File: src/rtl/fla_pkg.sv
package fla_pkg;
  typedef enum logic [1:0] {
    BUF_PF = 2'd0,
    BUF_BR = 2'd1,
    BUF_DT = 2'd2
  } buf_sel_e;

  localparam int NUM_BUFS = 3;
endpackage

File: src/rtl/fla_line_buf.sv
// One holding buffer: a line tag, a valid flag and a line of words, with
// a tag comparator and a word select.
module fla_line_buf #(
  parameter int TAG_W  = 15,
  parameter int WORD_W = 32,
  parameter int WORDS  = 4,
  localparam int WIDX_W = $clog2(WORDS),
  localparam int LINE_W = WORD_W * WORDS
) (
  input  logic              clk,
  input  logic              rst,
  input  logic              inval,
  input  logic              fill_en,
  input  logic [TAG_W-1:0]  fill_tag,
  input  logic [LINE_W-1:0] fill_line,
  input  logic [TAG_W-1:0]  cmp_tag,
  input  logic [WIDX_W-1:0] widx,
  output logic              vld,
  output logic              hit,
  output logic [WORD_W-1:0] word
);
  logic                           vld_q;
  logic [TAG_W-1:0]               tag_q;
  logic [WORDS-1:0][WORD_W-1:0]   line_q;

  always_ff @(posedge clk) begin
    if (rst || inval) begin
      vld_q <= 1'b0;
      tag_q <= '0;
    end else if (fill_en) begin
      vld_q <= 1'b1;
      tag_q <= fill_tag;
    end
  end

  // Line storage carries no reset so it can map onto RAM-style registers.
  always_ff @(posedge clk) begin
    if (fill_en) line_q <= fill_line;
  end

  assign vld  = vld_q;
  assign hit  = vld_q && (tag_q == cmp_tag);
  assign word = line_q[widx];
endmodule

File: src/rtl/fla_policy.sv
// Decides, per mode, whether a request may be answered from a buffer.
module fla_policy
  import fla_pkg::*;
(
  input  logic     [1:0] mode,
  input  logic           is_instr,
  input  logic           is_seq,
  input  logic           hit_pf,
  input  logic           hit_br,
  input  logic           hit_dt,
  output logic           use_buf,
  output buf_sel_e       src
);
  always_comb begin
    use_buf = 1'b0;
    src     = BUF_DT;
    if (is_instr) begin
      src = hit_pf ? BUF_PF : BUF_BR;
      if (hit_pf || hit_br)
        use_buf = mode[1] || ((mode == 2'b01) && is_seq);
    end else begin
      use_buf = hit_dt && mode[1];
    end
  end
endmodule

File: src/rtl/flash_line_accel.sv
module flash_line_accel
  import fla_pkg::*;
#(
  parameter int ADDR_W = 32,
  parameter int WORD_W = 32,
  parameter int WORDS  = 4,
  parameter int TAG_W  = 15,
  localparam int WIDX_W   = $clog2(WORDS),
  localparam int BYTE_LSB = $clog2(WORD_W / 8),
  localparam int TAG_LSB  = BYTE_LSB + WIDX_W,
  localparam int LINE_W   = WORD_W * WORDS
) (
  input  logic              clk,
  input  logic              rst,
  input  logic [1:0]        mode,
  input  logic              req_valid,
  input  logic [ADDR_W-1:0] req_addr,
  input  logic              req_instr,
  input  logic              req_seq,
  output logic              rsp_ready,
  output logic [WORD_W-1:0] rsp_data,
  output logic              fl_req,
  output logic [TAG_W-1:0]  fl_line_addr,
  input  logic              fl_ack,
  input  logic [LINE_W-1:0] fl_line,
  input  logic              fl_busy
);
  localparam logic [WIDX_W-1:0] LAST_W = WIDX_W'(WORDS - 1);

  logic [TAG_W-1:0]  req_tag;
  logic [WIDX_W-1:0] req_widx;
  logic [ADDR_W-TAG_W-WIDX_W-1:0] unused_addr;
  assign req_tag     = req_addr[TAG_LSB +: TAG_W];
  assign req_widx    = req_addr[BYTE_LSB +: WIDX_W];
  assign unused_addr = {req_addr[ADDR_W-1:TAG_LSB+TAG_W], req_addr[BYTE_LSB-1:0]};

  logic [WORDS-1:0][WORD_W-1:0] fl_words;
  assign fl_words = fl_line;

  // Control state
  logic              rsp_ready_q;
  logic [WORD_W-1:0] rsp_data_q;
  logic              dem_pend, dem_instr;
  logic [TAG_W-1:0]  dem_tag;
  logic [WIDX_W-1:0] dem_widx;
  logic              pf_pend;
  logic [TAG_W-1:0]  pf_tag;
  logic              fl_req_q, fl_dem;
  logic [TAG_W-1:0]  fl_tag_q;
  logic [1:0]        fl_dst;

  // Buffers
  logic [NUM_BUFS-1:0] b_fill, b_vld, b_hit;
  logic [WORD_W-1:0]   b_word [NUM_BUFS];

  for (genvar gi = 0; gi < NUM_BUFS; gi++) begin : g_buf
    assign b_fill[gi] = fl_req_q && fl_ack && !fl_busy && (fl_dst == 2'(gi));
    fla_line_buf #(.TAG_W(TAG_W), .WORD_W(WORD_W), .WORDS(WORDS)) u_buf (
      .clk      (clk),
      .rst      (rst),
      .inval    (fl_busy),
      .fill_en  (b_fill[gi]),
      .fill_tag (fl_tag_q),
      .fill_line(fl_line),
      .cmp_tag  (req_tag),
      .widx     (req_widx),
      .vld      (b_vld[gi]),
      .hit      (b_hit[gi]),
      .word     (b_word[gi])
    );
  end

  logic     use_buf;
  buf_sel_e src;

  fla_policy u_policy (
    .mode    (mode),
    .is_instr(req_instr),
    .is_seq  (req_seq),
    .hit_pf  (b_hit[BUF_PF]),
    .hit_br  (b_hit[BUF_BR]),
    .hit_dt  (b_hit[BUF_DT]),
    .use_buf (use_buf),
    .src     (src)
  );

  always_ff @(posedge clk) begin
    if (rst) begin
      rsp_ready_q <= 1'b0;
      rsp_data_q  <= '0;
      dem_pend    <= 1'b0;
      dem_instr   <= 1'b0;
      dem_tag     <= '0;
      dem_widx    <= '0;
      pf_pend     <= 1'b0;
      pf_tag      <= '0;
      fl_req_q    <= 1'b0;
      fl_dem      <= 1'b0;
      fl_tag_q    <= '0;
      fl_dst      <= BUF_DT;
    end else begin
      rsp_ready_q <= 1'b0;
      if (fl_busy) begin
        // Abort any fetch in flight; a pending demand is reissued later.
        fl_req_q <= 1'b0;
      end else begin
        // Fetch completion or issue
        if (fl_req_q && fl_ack) begin
          fl_req_q <= 1'b0;
          if (fl_dem) begin
            rsp_ready_q <= 1'b1;
            rsp_data_q  <= fl_words[dem_widx];
            dem_pend    <= 1'b0;
            if (dem_instr && mode != 2'd0) begin
              pf_pend <= 1'b1;
              pf_tag  <= dem_tag + 1'b1;
            end
          end
        end else if (!fl_req_q) begin
          if (dem_pend) begin
            fl_req_q <= 1'b1;
            fl_dem   <= 1'b1;
            fl_tag_q <= dem_tag;
            fl_dst   <= dem_instr ? BUF_BR : BUF_DT;
          end else if (pf_pend) begin
            pf_pend <= 1'b0;
            if (mode != 2'd0) begin
              fl_req_q <= 1'b1;
              fl_dem   <= 1'b0;
              fl_tag_q <= pf_tag;
              fl_dst   <= BUF_PF;
            end
          end
        end
        // New request decision
        if (req_valid && !dem_pend) begin
          if (use_buf) begin
            rsp_ready_q <= 1'b1;
            rsp_data_q  <= b_word[src];
            if (req_instr && req_widx == LAST_W && mode != 2'd0) begin
              pf_pend <= 1'b1;
              pf_tag  <= req_tag + 1'b1;
            end
          end else begin
            dem_pend  <= 1'b1;
            dem_tag   <= req_tag;
            dem_widx  <= req_widx;
            dem_instr <= req_instr;
          end
        end
      end
    end
  end

  assign rsp_ready    = rsp_ready_q;
  assign rsp_data     = rsp_data_q;
  assign fl_req       = fl_req_q;
  assign fl_line_addr = fl_tag_q;

  // Assertions
  p_busy_stall_r9: assert property (@(posedge clk) disable iff (rst)
    fl_busy |=> (!rsp_ready && !fl_req));

  p_busy_inval_r10: assert property (@(posedge clk) disable iff (rst)
    fl_busy |=> (b_vld == '0));

  p_req_hold_r8: assert property (@(posedge clk) disable iff (rst)
    (fl_req && !fl_ack && !fl_busy) |=> (fl_req && $stable(fl_line_addr)));

  p_mode0_fetch_r2: assert property (@(posedge clk) disable iff (rst)
    (rsp_ready && $past(mode) == 2'd0) |-> $past(fl_ack));

  p_mode1_fetch_r4: assert property (@(posedge clk) disable iff (rst)
    (rsp_ready && $past(mode) == 2'd1 && !($past(req_instr) && $past(req_seq)))
      |-> $past(fl_ack));
endmodule

File: config.mk
export PLATFORM = sky130hd
export DESIGN_NAME = flash_line_accel
export DESIGN_NICKNAME = d
export VERILOG_FILES = /design/src/rtl/fla_pkg.sv /design/src/rtl/fla_line_buf.sv /design/src/rtl/fla_policy.sv /design/src/rtl/flash_line_accel.sv
export SDC_FILE = /design/constraint.sdc
export NUM_CORES = 1
export LEC_CHECK = 0
export BUFFER_PORTS_ARGS = -buffer_cell sky130_fd_sc_hd__buf_2
export CORE_MARGIN = 3
export CORE_UTILIZATION = 63
export CTS_BUF_LIST = sky130_fd_sc_hd__clkbuf_16
export DETAILED_ROUTE_END_ITERATION = 10
export PLACE_DENSITY = 0.95
export RECOVER_POWER = 100
export SLEW_MARGIN = 20
export SYNTH_ARGS = -nofsm -noshare
export SYNTH_HDL_FRONTEND = slang
export SYNTH_SLANG_ARGS = --single-unit
File: constraint.sdc
create_clock -name clk -period 12.21 [get_ports clk]
set_clock_uncertainty 0.05 [all_clocks]
set_input_delay 1.8315 -clock clk [delete_from_list [all_inputs] [get_ports clk]]
set_output_delay 1.8315 -clock clk [all_outputs]
set_load 0.02 [all_outputs]
# Word level (Yosys, flattened, before mapping)

Index checks and enable logic that the tools add are counted.
Widths: inputs -> output; s select.

$add $sub $neg: 2
$lt $le $gt $ge: 3
Equal/unequal tests: 7
Muxes and demuxes: 55
Bitwise logic cells: 5
Reductions and logical operators: 27

Operators by type and width:

| kind                  | count |
|---|---|
| $bmux 32 s2           | 5 |
| $mux 32               | 10 |
| $mux 15               | 9 |
| $eq 15x15->1          | 3 |
| $add 15x1->15 const B | 2 |
| $mux 1                | 26 |
| $logic_and 1x1->1     | 14 |
| $mux 2                | 5 |
| $lt 2x3->1 const B    | 2 |
| $reduce_bool 2->1     | 3 |
| $reduce_and 5->1      | 1 |
| $eq 2x1->1 const B    | 2 |
| $eq 2x2->1 const B    | 2 |
| $not 1->1             | 4 |
| $ge 3x3->1 const B    | 1 |
| $logic_or 1x1->1      | 3 |
| $not 2->3             | 1 |
| $reduce_and 3->1      | 1 |
| $reduce_or 3->1       | 1 |
| $logic_not 1->1       | 2 |
| $logic_not 2->1       | 1 |
| $reduce_or 2->1       | 1 |

Register bits after elaboration: 519
Input port bits: 169

# Longest topological paths before layout

Gate-level depths: netlist of the first run.

Word-level depth: 10
Depth in mapped cells: 11
Gate-level depth less buffers: 8

# Hierarchy

Synthesis of the first run repeated with hierarchy kept, for this count alone.

Cells, all modules: 1363
Area, all modules: 21640.8 µm²

By module, submodules not included:

| module           | times used | cells each | area each (µm²) | sequential area each (µm²) |
|---|---|---|---|---|
| fla_line_buf     | 3          | 240        | 5382.7          | 4164.0 |
| flash_line_accel | 1          | 637        | 5465.2          | 1741.7 |
| fla_policy       | 1          | 6          | 27.5            | 0.0 |

# Worst setup path after synthesis of the first run

Ideal clock, no wire load.

Kind: input port to flip-flop
From: in fl_ack
To: reg g_buf[0].u_buf.line_q[0] in the netlist's numbering (enable)
Library setup time: 0.542 ns
Arrival time: 6.090 ns
Slack: 5.528 ns
Stages: 6
Buffers on the path: 2
Path through: nand2_1 -> nor3_1 -> nand2b_1 -> clkbuf_1 -> clkinv_1 -> buf_1

Word-level cells in the longest chain between the ends: 3

RTL lines:

| what                           | RTL line               | RTL |
|---|---|---|
| from (decl)                    | flash_line_accel.sv:24 | `input logic fl_ack,` |
| $logic_and 1x1->1 (3 in a row) | flash_line_accel.sv:57 | `assign b_fill[gi] = fl_req_q && fl_ack && !fl_busy && (fl_dst == 2'(gi));` |
| via g_buf[0].u_buf.fill_en     | fla_line_buf.sv:13     | `input logic fill_en,` |
| to (signal assigned)           | fla_line_buf.sv:38     | `if (fill_en) line_q <= fill_line;` |
| to (decl)                      | fla_line_buf.sv:24     | `logic [WORDS-1:0][WORD_W-1:0] line_q;` |

The timed path passes the listed nets, and every way through them passes these cells.
A chain may end at the register's enable or synchronous reset.

==> impl_metrics.sql, run 1 <==
INSERT INTO impl_metrics (metric_group, metric, value, unit) VALUES
('final_layout', 'layout.filler_cells', '1990', ''),
('logic_synthesis', 'yosysWarningCount', '0', ''),
('setup_path', 'worstSetupStartpointType', 'primary input', ''),
('cts', 'clock_tree.htree_level_count', '2', ''),
('logic_synthesis', 'postSynthAreaPerCell', '14.93', 'um2'),
('routing', 'route.layer.met1.wl', '19.38', 'mm'),
('placed_design', 'placed_area', '22880', 'um2'),
('timing', 'grt_setup_unrepaired', 'no', ''),
('final_layout', 'areaGrowthSynthToFinish', '12.87', '%'),
('setup_path', 'worstPathMaxFanout', '83', ''),
('setup_path', 'critical-path-top-cell-by-count', 'sky130_fd_sc_hd__clkbuf_1', ''),
('setup_path', 'worst-endpoint-required', '12430', 'ps'),
('cts', 'clock_tree_buffer_depth', '3', ''),
('placed_design', 'port_buffers', '202', ''),
('timing', 'layout_min_cycle_time', '8102', 'ps'),
('pwr', 'total_leakage_power', '7.872', 'nW'),
('floorplan', 'io-pin-count', '218', ''),
('floorplan', 'starting_density', '64.11', '%'),
('timing', 'slew_violations', '334', ''),
('cts', 'insertion_delay', '590', 'ps'),
('floorplan', 'die_width', '191.0', 'um'),
('logic_synthesis', 'synth_top_flop_cell', 'sky130_fd_sc_hd__edfxtp_1', ''),
('logic_synthesis', 'syn_area', '21550', 'um2'),
('final_layout', 'layout.cells.most_common', 'sky130_fd_sc_hd__edfxtp_1', ''),
('routing', 'top_layer', 'met5', ''),
('final_layout', 'final_layout_size_suffix_gt1_share', '15.19', '%'),
('flow_run', 'max_cap_violations', '5', ''),
('grt', 'antenna_violations_before_repair', '9', ''),
('logic_synthesis', 'synth-seq-cells', '519', ''),
('routing', 'met2WireLength', '28.63', 'mm'),
('logic_synthesis', 'synthesis.instances', '1443', ''),
('grt', 'number_of_global_route_vias_before_repair', '14130', ''),
('floorplan', 'die_y', '191.0', 'um'),
('final_layout', 'final_cell_mix', '384 x sky130_fd_sc_hd__edfxtp_1, 182 x sky130_fd_sc_hd__clkbuf_1, 151 x sky130_fd_sc_hd__nor2_1', ''),
('routing', 'drtPass1Iterations', '5', ''),
('setup_path', 'max_stage_delay', '3240', 'ps'),
('routing', 'route.detailed.vias_per_inst', '6.574', ''),
('timing', 'maxSlewHeadroom', '-208.9', '%'),
('logic_synthesis', 'postSynthNetCount', '1614', ''),
('routing', 'first_iter_violations', '1490', ''),
('final_layout', 'post-route-cell-area', '24320', 'um2'),
('setup_path', 'crit_type', 'primary input to flop', ''),
('grt', 'grt_max_degree', '88', ''),
('outcome', 'status', 'finished, violations left', ''),
('routing', 'drcViolationCount', '0', ''),
('setup_path', 'crit_chain', 'buf_2 -> clkbuf_1 -> inv_1 -> nand2_1 -> clkbuf_1 -> o22ai_1', ''),
('pwr', 'max-vdd-ir-drop', '0.0001745', 'V'),
('cts', 'numCtsBuffers', '50', ''),
('grt', 'grt_use_total', '31.10', '%'),
('placed_design', 'place.detailed.instances', '2008', ''),
('outcome', 'violations', 'capacitance limit, slew limit', ''),
('floorplan', 'die_area', '36460', 'um2'),
('placed_design', 'hpwlAfterDp', '31.17', 'mm'),
('cts', 'clkSlewWorstSetupHoldPaths', '60', 'ps'),
('grt', 'grt_pass1_wl', '84.93', 'mm'),
('cts', 'cts-hold-fix-buffers', '0', ''),
('cts', 'post-cts-setup-buffer-count', '0', ''),
('routing', 'detailroute.wirelength.met3', '6.154', 'mm'),
('logic_synthesis', 'synth_sequential_area_ratio', '66.05', '%'),
('cts', 'clock_tree.root_cell', 'sky130_fd_sc_hd__clkbuf_16', ''),
('setup_path', 'crit_path_top_delay_cell', 'sky130_fd_sc_hd__clkbuf_1', ''),
('setup_path', 'number_of_buffer_and_inverter_stages_on_the_critical_path', '4', ''),
('routing', 'routed-via-count', '13830', ''),
('final_layout', 'final_core_utilization', '72.36', '%'),
('timing', 'hold_slack', '418.3', 'ps'),
('timing', 'fin_tns_setup', '0', 'ps'),
('timing', 'fmax', '123.4', 'MHz'),
('routing', 'wl', '56.45', 'mm'),
('cts', 'clock-sinks', '519', ''),
('timing', 'timing.final.crit_share', '66.36', '%'),
('routing', 'avgRoutedWirePerCell', '26.84', 'um');
## flip-flops by register name (all words and copies together) (netlist names)
name and count:
dem_instr 1, dem_pend 1, dem_tag 15, dem_widx 2, fl_dem 1, fl_dst 2, fl_line_addr 15, fl_req 1
g_buf.u_buf.line_q 384, g_buf.u_buf.tag_q 45, g_buf.u_buf.vld 3, pf_pend 1, pf_tag 15, rsp_data 32, rsp_ready 1
## stage by stage
stage / setup slack [ps] / power (W)
after floorplan: 5528 / 0.002082
after global placement: 6657 / 0.002152
after detailed placement: 6577 / 0.002163
after CTS: 7188 / 0.003733
after global routing: 3834 / 0.003806
final: 4108 / 0.003724
## layer usage
layer,GRT usage [%],vias up
met5,0,-
met4,12.22,16
met3,8.069,195
met2,52.84,964
met1,38.63,6793
li1,-,5858
## cells by family (layout without fill, tap and decap cells)
kind of cell	Yosys count	count (layout)	synth area share, %
DFF	519	519	66.05
and+or+nand+nor	384	384	7.931
xor gates and xnor gates	71	71	2.886
adders and majority gates	2	2	0.1161
muxes	200	200	16.39
AOI/OAI and AO/OA	155	155	4.517
other	0	3	0
buffers and inverters	112	321	2.113
## layout make-up
class	count	area (um2)	share of cell area (%)
sequential	519	14240	58.53
clock inverter	42	424.2	1.744
timing repair buffer	220	924.6	3.801
inverter	9	37.54	0.1543
multi-input combinational	812	6883	28.30
antenna	3	7.507	0.03086
tap	448	560.5	2.304
clock buffer	50	1251	5.144
## synth_stat cells (12+ instances only)
library cell	count	area (um2)
sky130_fd_sc_hd__a211oi_1	46	345.3
sky130_fd_sc_hd__a21oi_1	67	335.3
sky130_fd_sc_hd__buf_1	23	86.33
sky130_fd_sc_hd__buf_2	16	80.08
sky130_fd_sc_hd__clkbuf_1	61	229.0
sky130_fd_sc_hd__dfxtp_1	135	2703
sky130_fd_sc_hd__edfxtp_1	384	11530
sky130_fd_sc_hd__mux2i_1	75	750.7
sky130_fd_sc_hd__mux4_2	122	2748
sky130_fd_sc_hd__nand2_1	126	473.0
sky130_fd_sc_hd__nand3_1	16	80.08
sky130_fd_sc_hd__nand4_1	13	81.33
sky130_fd_sc_hd__nor2_1	151	566.8
sky130_fd_sc_hd__nor4_1	34	212.7
sky130_fd_sc_hd__o22ai_1	12	75.07
sky130_fd_sc_hd__xnor2_1	40	350.3
sky130_fd_sc_hd__xor2_1	31	271.5
## worst register-to-register path, delay by kind of cell, from the launching register on
family	cells	cell delay, ps
flip-flops	1	350
buffers and inverters	3	4880
AND/OR/NAND/NOR	3	370
## path summary, 6_finish.rpt
kind | from | to | slack (ps) | depth (start not counted)
max | rst | pf_tag[3] | 4110 | 6
min | g_buf[2].u_buf.tag_q[13] | g_buf[2].u_buf.tag_q[13] | 420 | 2
max reg2reg | fl_req | g_buf[1].u_buf.line_q[27] | 6150 | 6
min reg2reg | g_buf[2].u_buf.tag_q[13] | g_buf[2].u_buf.tag_q[13] | 420 | 2
## power by group
part / total (W) / switching (W) / leakage [nW] / internal [W]
clock: 0.00160 / 0.000677 / 0.841 / 0.000918
combinational: 0.000211 / 0.000128 / 2.49 / 0.0000829
sequential: 0.00192 / 0.0000146 / 4.55 / 0.00190
total: 0.00372 / 0.000820 / 7.87 / 0.00290
No activity file was read; power rests on OpenSTA's default activity.
==> run 2, diff against run 1 <==
--- a/config.mk
+++ b/config.mk
@@ -7,10 +7,10 @@
 export LEC_CHECK = 0
 export BUFFER_PORTS_ARGS = -buffer_cell sky130_fd_sc_hd__buf_2
 export CORE_MARGIN = 3
-export CORE_UTILIZATION = 63
+export CORE_UTILIZATION = 53
 export CTS_BUF_LIST = sky130_fd_sc_hd__clkbuf_16
 export DETAILED_ROUTE_END_ITERATION = 10
-export PLACE_DENSITY = 0.95
+export PLACE_DENSITY = 0.88
 export RECOVER_POWER = 100
 export SLEW_MARGIN = 20
 export SYNTH_ARGS = -nofsm -noshare
==> constraint.sdc (replaced) <==
create_clock -name clk -period 7.2 [get_ports clk]
set_clock_uncertainty 0.05 [all_clocks]
set_input_delay 1.08 -clock clk [delete_from_list [all_inputs] [get_ports clk]]
set_output_delay 1.08 -clock clk [all_outputs]
set_load 0.02 [all_outputs]
==> run 2 against run 1 <==
Compared with the run above:
- the run still ends with capacitance limit, slew limit left
- critical path type unchanged
- routed wire length shrank 5.7%
- sequential power grew 69%
- global-route usage shrank 6.8 points
- critical path depth shrank 1
==> impl_metrics.sql, run 2 (synthesized netlist as in run 1, its figures left out) <==
INSERT INTO impl_metrics (metric_group, metric, value, unit) VALUES
('outcome', 'status', 'finished, violations left', ''),
('outcome', 'violations', 'capacitance limit, slew limit', ''),
('final_layout', 'largest-register', 'g_buf.u_buf.line_q', ''),
('grt', 'met2_usage', '40.52', '%'),
('cts', 'clock_tree.root_cell', 'sky130_fd_sc_hd__clkbuf_16', ''),
('flow_run', 'max_cap_violations', '6', ''),
('setup_path', 'worstPathMaxFanout', '92', ''),
('setup_path', 'critPathArrivalTime', '5520', 'ps'),
('pwr', 'netSwitchingFraction', '22.24', '%'),
('grt', 'globalRouteOverflowTotal', '0', ''),
('cts', 'numCtsBuffers', '51', ''),
('floorplan', 'die_y', '207.6', 'um'),
('cts', 'clock-sinks', '519', ''),
('cts', 'cts-hold-fix-buffers', '0', ''),
('timing', 'hold_slack', '413.9', 'ps'),
('setup_path', 'critical-path-top-cell-by-count', 'sky130_fd_sc_hd__clkbuf_1', ''),
('setup_path', 'timing.critical_path.to_type', 'flop', ''),
('routing', 'antenna_violating_nets_post_route', '0', ''),
('routing', 'routed-via-count', '13450', ''),
('cts', 'clkSlewWorstSetupHoldPaths', '60', 'ps'),
('timing', 'maxSlewHeadroom', '-110.7', '%'),
('grt', 'grt_use_total', '24.35', '%'),
('routing', 'drtPass1Iterations', '5', ''),
('floorplan', 'starting_density', '53.99', '%'),
('setup_path', 'crit_type', 'primary input to flop', ''),
('setup_path', 'number_of_buffer_and_inverter_stages_on_the_critical_path', '3', ''),
('cts', 'cts.repair.resized', '0', ''),
('final_layout', 'post-route-cell-area', '24400', 'um2'),
('setup_path', 'worst-endpoint-required', '7290', 'ps'),
('timing', 'fmax', '184.3', 'MHz'),
('pwr', 'power_per_cell_area', '255.8', 'nW/um2'),
('setup_path', 'crit_path_top_delay_cell', 'sky130_fd_sc_hd__clkbuf_1', ''),
('timing', 'layout_min_cycle_time', '5427', 'ps'),
('final_layout', 'fin_nets', '1783', ''),
('setup_path', 'critical_path_depth', '5', ''),
('setup_path', 'worst_path_dominant_cell_family', 'buffers and inverters', ''),
('timing', 'setup-violations-final', '0', ''),
('final_layout', 'final_layout_size_suffix_gt1_share', '15.18', '%'),
('final_layout', 'multiInputGateArea', '6869', 'um2'),
('hold_path', 'hold_path_depth', '1', ''),
('grt', 'met3_usage', '5.063', '%'),
('final_layout', 'areaGrowthSynthToFinish', '13.23', '%'),
('final_layout', 'final_core_utilization', '61.13', '%'),
('pwr', 'power_frac_clock', '42.3', '%'),
('floorplan', 'floorplan.rows', '73', ''),
('placed_design', 'port_buffers', '202', ''),
('grt', 'number_of_global_route_vias_before_repair', '14050', ''),
('final_layout', 'max_ffs_per_register', '384', ''),
('floorplan', 'design.core.area', '39910', 'um2'),
('floorplan', 'io-pin-count', '218', ''),
('placed_design', 'gp_congestion', '0.8508', ''),
('pwr', 'max-vdd-ir-drop', '0.0002399', 'V'),
('setup_path', 'worstSetupStartpointType', 'primary input', ''),
('cts', 'insertion_delay', '590', 'ps'),
('cts', 'clock_tree.htree_level_count', '2', ''),
('placed_design', 'placed_area', '22970', 'um2'),
('cts', 'post-cts-setup-buffer-count', '0', ''),
('cts', 'clock_tree_buffer_depth', '3', ''),
('grt', 'globalRouteMet1Util', '31.94', '%'),
('timing', 'final_hold_viol_count', '0', ''),
('pwr', 'seqPwrFrac', '52.0', '%'),
('routing', 'route.detailed.vias_per_inst', '6.156', ''),
('pwr', 'total_leakage_power', '7.899', 'nW'),
('floorplan', 'die_width', '207.6', 'um'),
('grt', 'grt_max_degree', '111', ''),
('grt', 'antenna_violations_before_repair', '6', ''),
('placed_design', 'place.detailed.instances', '2084', ''),
('setup_path', 'ff2ff_path_depth', '5', ''),
('pwr', 'p_sw', '0.001388', 'W'),
('hold_path', 'timing.hold.worst.class', 'flop to flop', ''),
('routing', 'drcViolationCount', '0', ''),
('final_layout', 'final_cell_count_no_fill', '2185', ''),
('final_layout', 'regArea', '14240', 'um2'),
('timing', 'tightest_slew', '3160', 'ps'),
('routing', 'wl', '53.23', 'mm'),
('pwr', 'combPwrFrac', '5.7', '%'),
('timing', 'timing.final.crit_share', '75.38', '%'),
('timing', 'grt_setup_unrepaired', 'no', ''),
('setup_path', 'crit_chain', 'clkbuf_1 -> nor3_1 -> nand2_1 -> inv_6 -> clkbuf_1', ''),
('grt', 'highest_utilization_routing_layer_at_the_global_route_stage', 'met2', ''),
('final_layout', 'layout.cells.most_common', 'sky130_fd_sc_hd__edfxtp_1', ''),
('pwr', 'cell_internal_pwr', '0.004853', 'W'),
('routing', 'first_iter_violations', '1502', ''),
('grt', 'grt_pass1_wl', '81.41', 'mm'),
('timing', 'fin_tns_setup', '0', 'ps'),
('setup_path', 'max_stage_delay', '2270', 'ps'),
('routing', 'avgRoutedWirePerCell', '24.36', 'um'),
('timing', 'slew_violations', '216', ''),
('floorplan', 'die_area', '43120', 'um2'),
('final_layout', 'layout.filler_cells', '2894', ''),
('placed_design', 'hpwlAfterDp', '32.01', 'mm'),
('final_layout', 'final_cell_mix', '384 x sky130_fd_sc_hd__edfxtp_1, 183 x sky130_fd_sc_hd__clkbuf_1, 151 x sky130_fd_sc_hd__nor2_1', ''),
('cts', 'cts_tree', 'yes', '');
-- run 2: cell types whose count changed in the layout (fill, tap and decap cells not counted), sizes merged --
cell and change:
clkbuf +2, buf -2, clkinv -1, diode +3
inv +11, clkinvlp -5, bufinv -3
-- run 2: power groups by stage --
stage | combinational, W | sequential, W | clock (W)
CTS | 0.000368 | 0.00325 | 0.00267
finish | 0.000355 | 0.00325 | 0.00264
global placement | 0.000347 | 0.00331 | 0
detailed placement | 0.000363 | 0.00331 | 0
global route | 0.000381 | 0.00325 | 0.00278
floorplan | 0.000212 | 0.00332 | 0
-- run 2: per-layer routing --
metal / vias up / wire length (um)
li1: 5859 / -
met1: 6783 / 20120
met5: - / 29
met3: 119 / 4783
met2: 686 / 26760
met4: 4 / 1536
-- run 2: metrics by stage --
step	power, W	worst slack (ps)
final	0.006242	1773
after detailed placement	0.003674	2161
after global routing	0.006408	1431
after global placement	0.003656	2207
after CTS	0.006287	2766
after floorplan	0.003530	1269
-- run 2: worst reg2reg max path, cell delays in order (launching register included) --
cell and delay [ps]:
sky130_fd_sc_hd__dfxtp_1 420, sky130_fd_sc_hd__nand2_1 120, sky130_fd_sc_hd__nor3_1 150, sky130_fd_sc_hd__nand2_1 460, sky130_fd_sc_hd__inv_6 780, sky130_fd_sc_hd__clkbuf_1 2320
-- run 2: area by class of cell --
type                       instances  area share [%]
multi-input combinational        812           28.15
antenna                            6         0.06153
timing repair buffer             219           3.733
inverter                           9          0.2102
clock inverter                    44           1.579
tap                              525           2.692
clock buffer                      51           5.230
sequential                       519           58.34
-- run 2: worst paths after layout --
path	from	end	slack, ps
max	fl_busy	g_buf[2].u_buf.line_q[78]	1770
min	pf_pend	pf_pend	410
max reg2reg	fl_req	g_buf[2].u_buf.line_q[78]	2430
min reg2reg	pf_pend	pf_pend	410
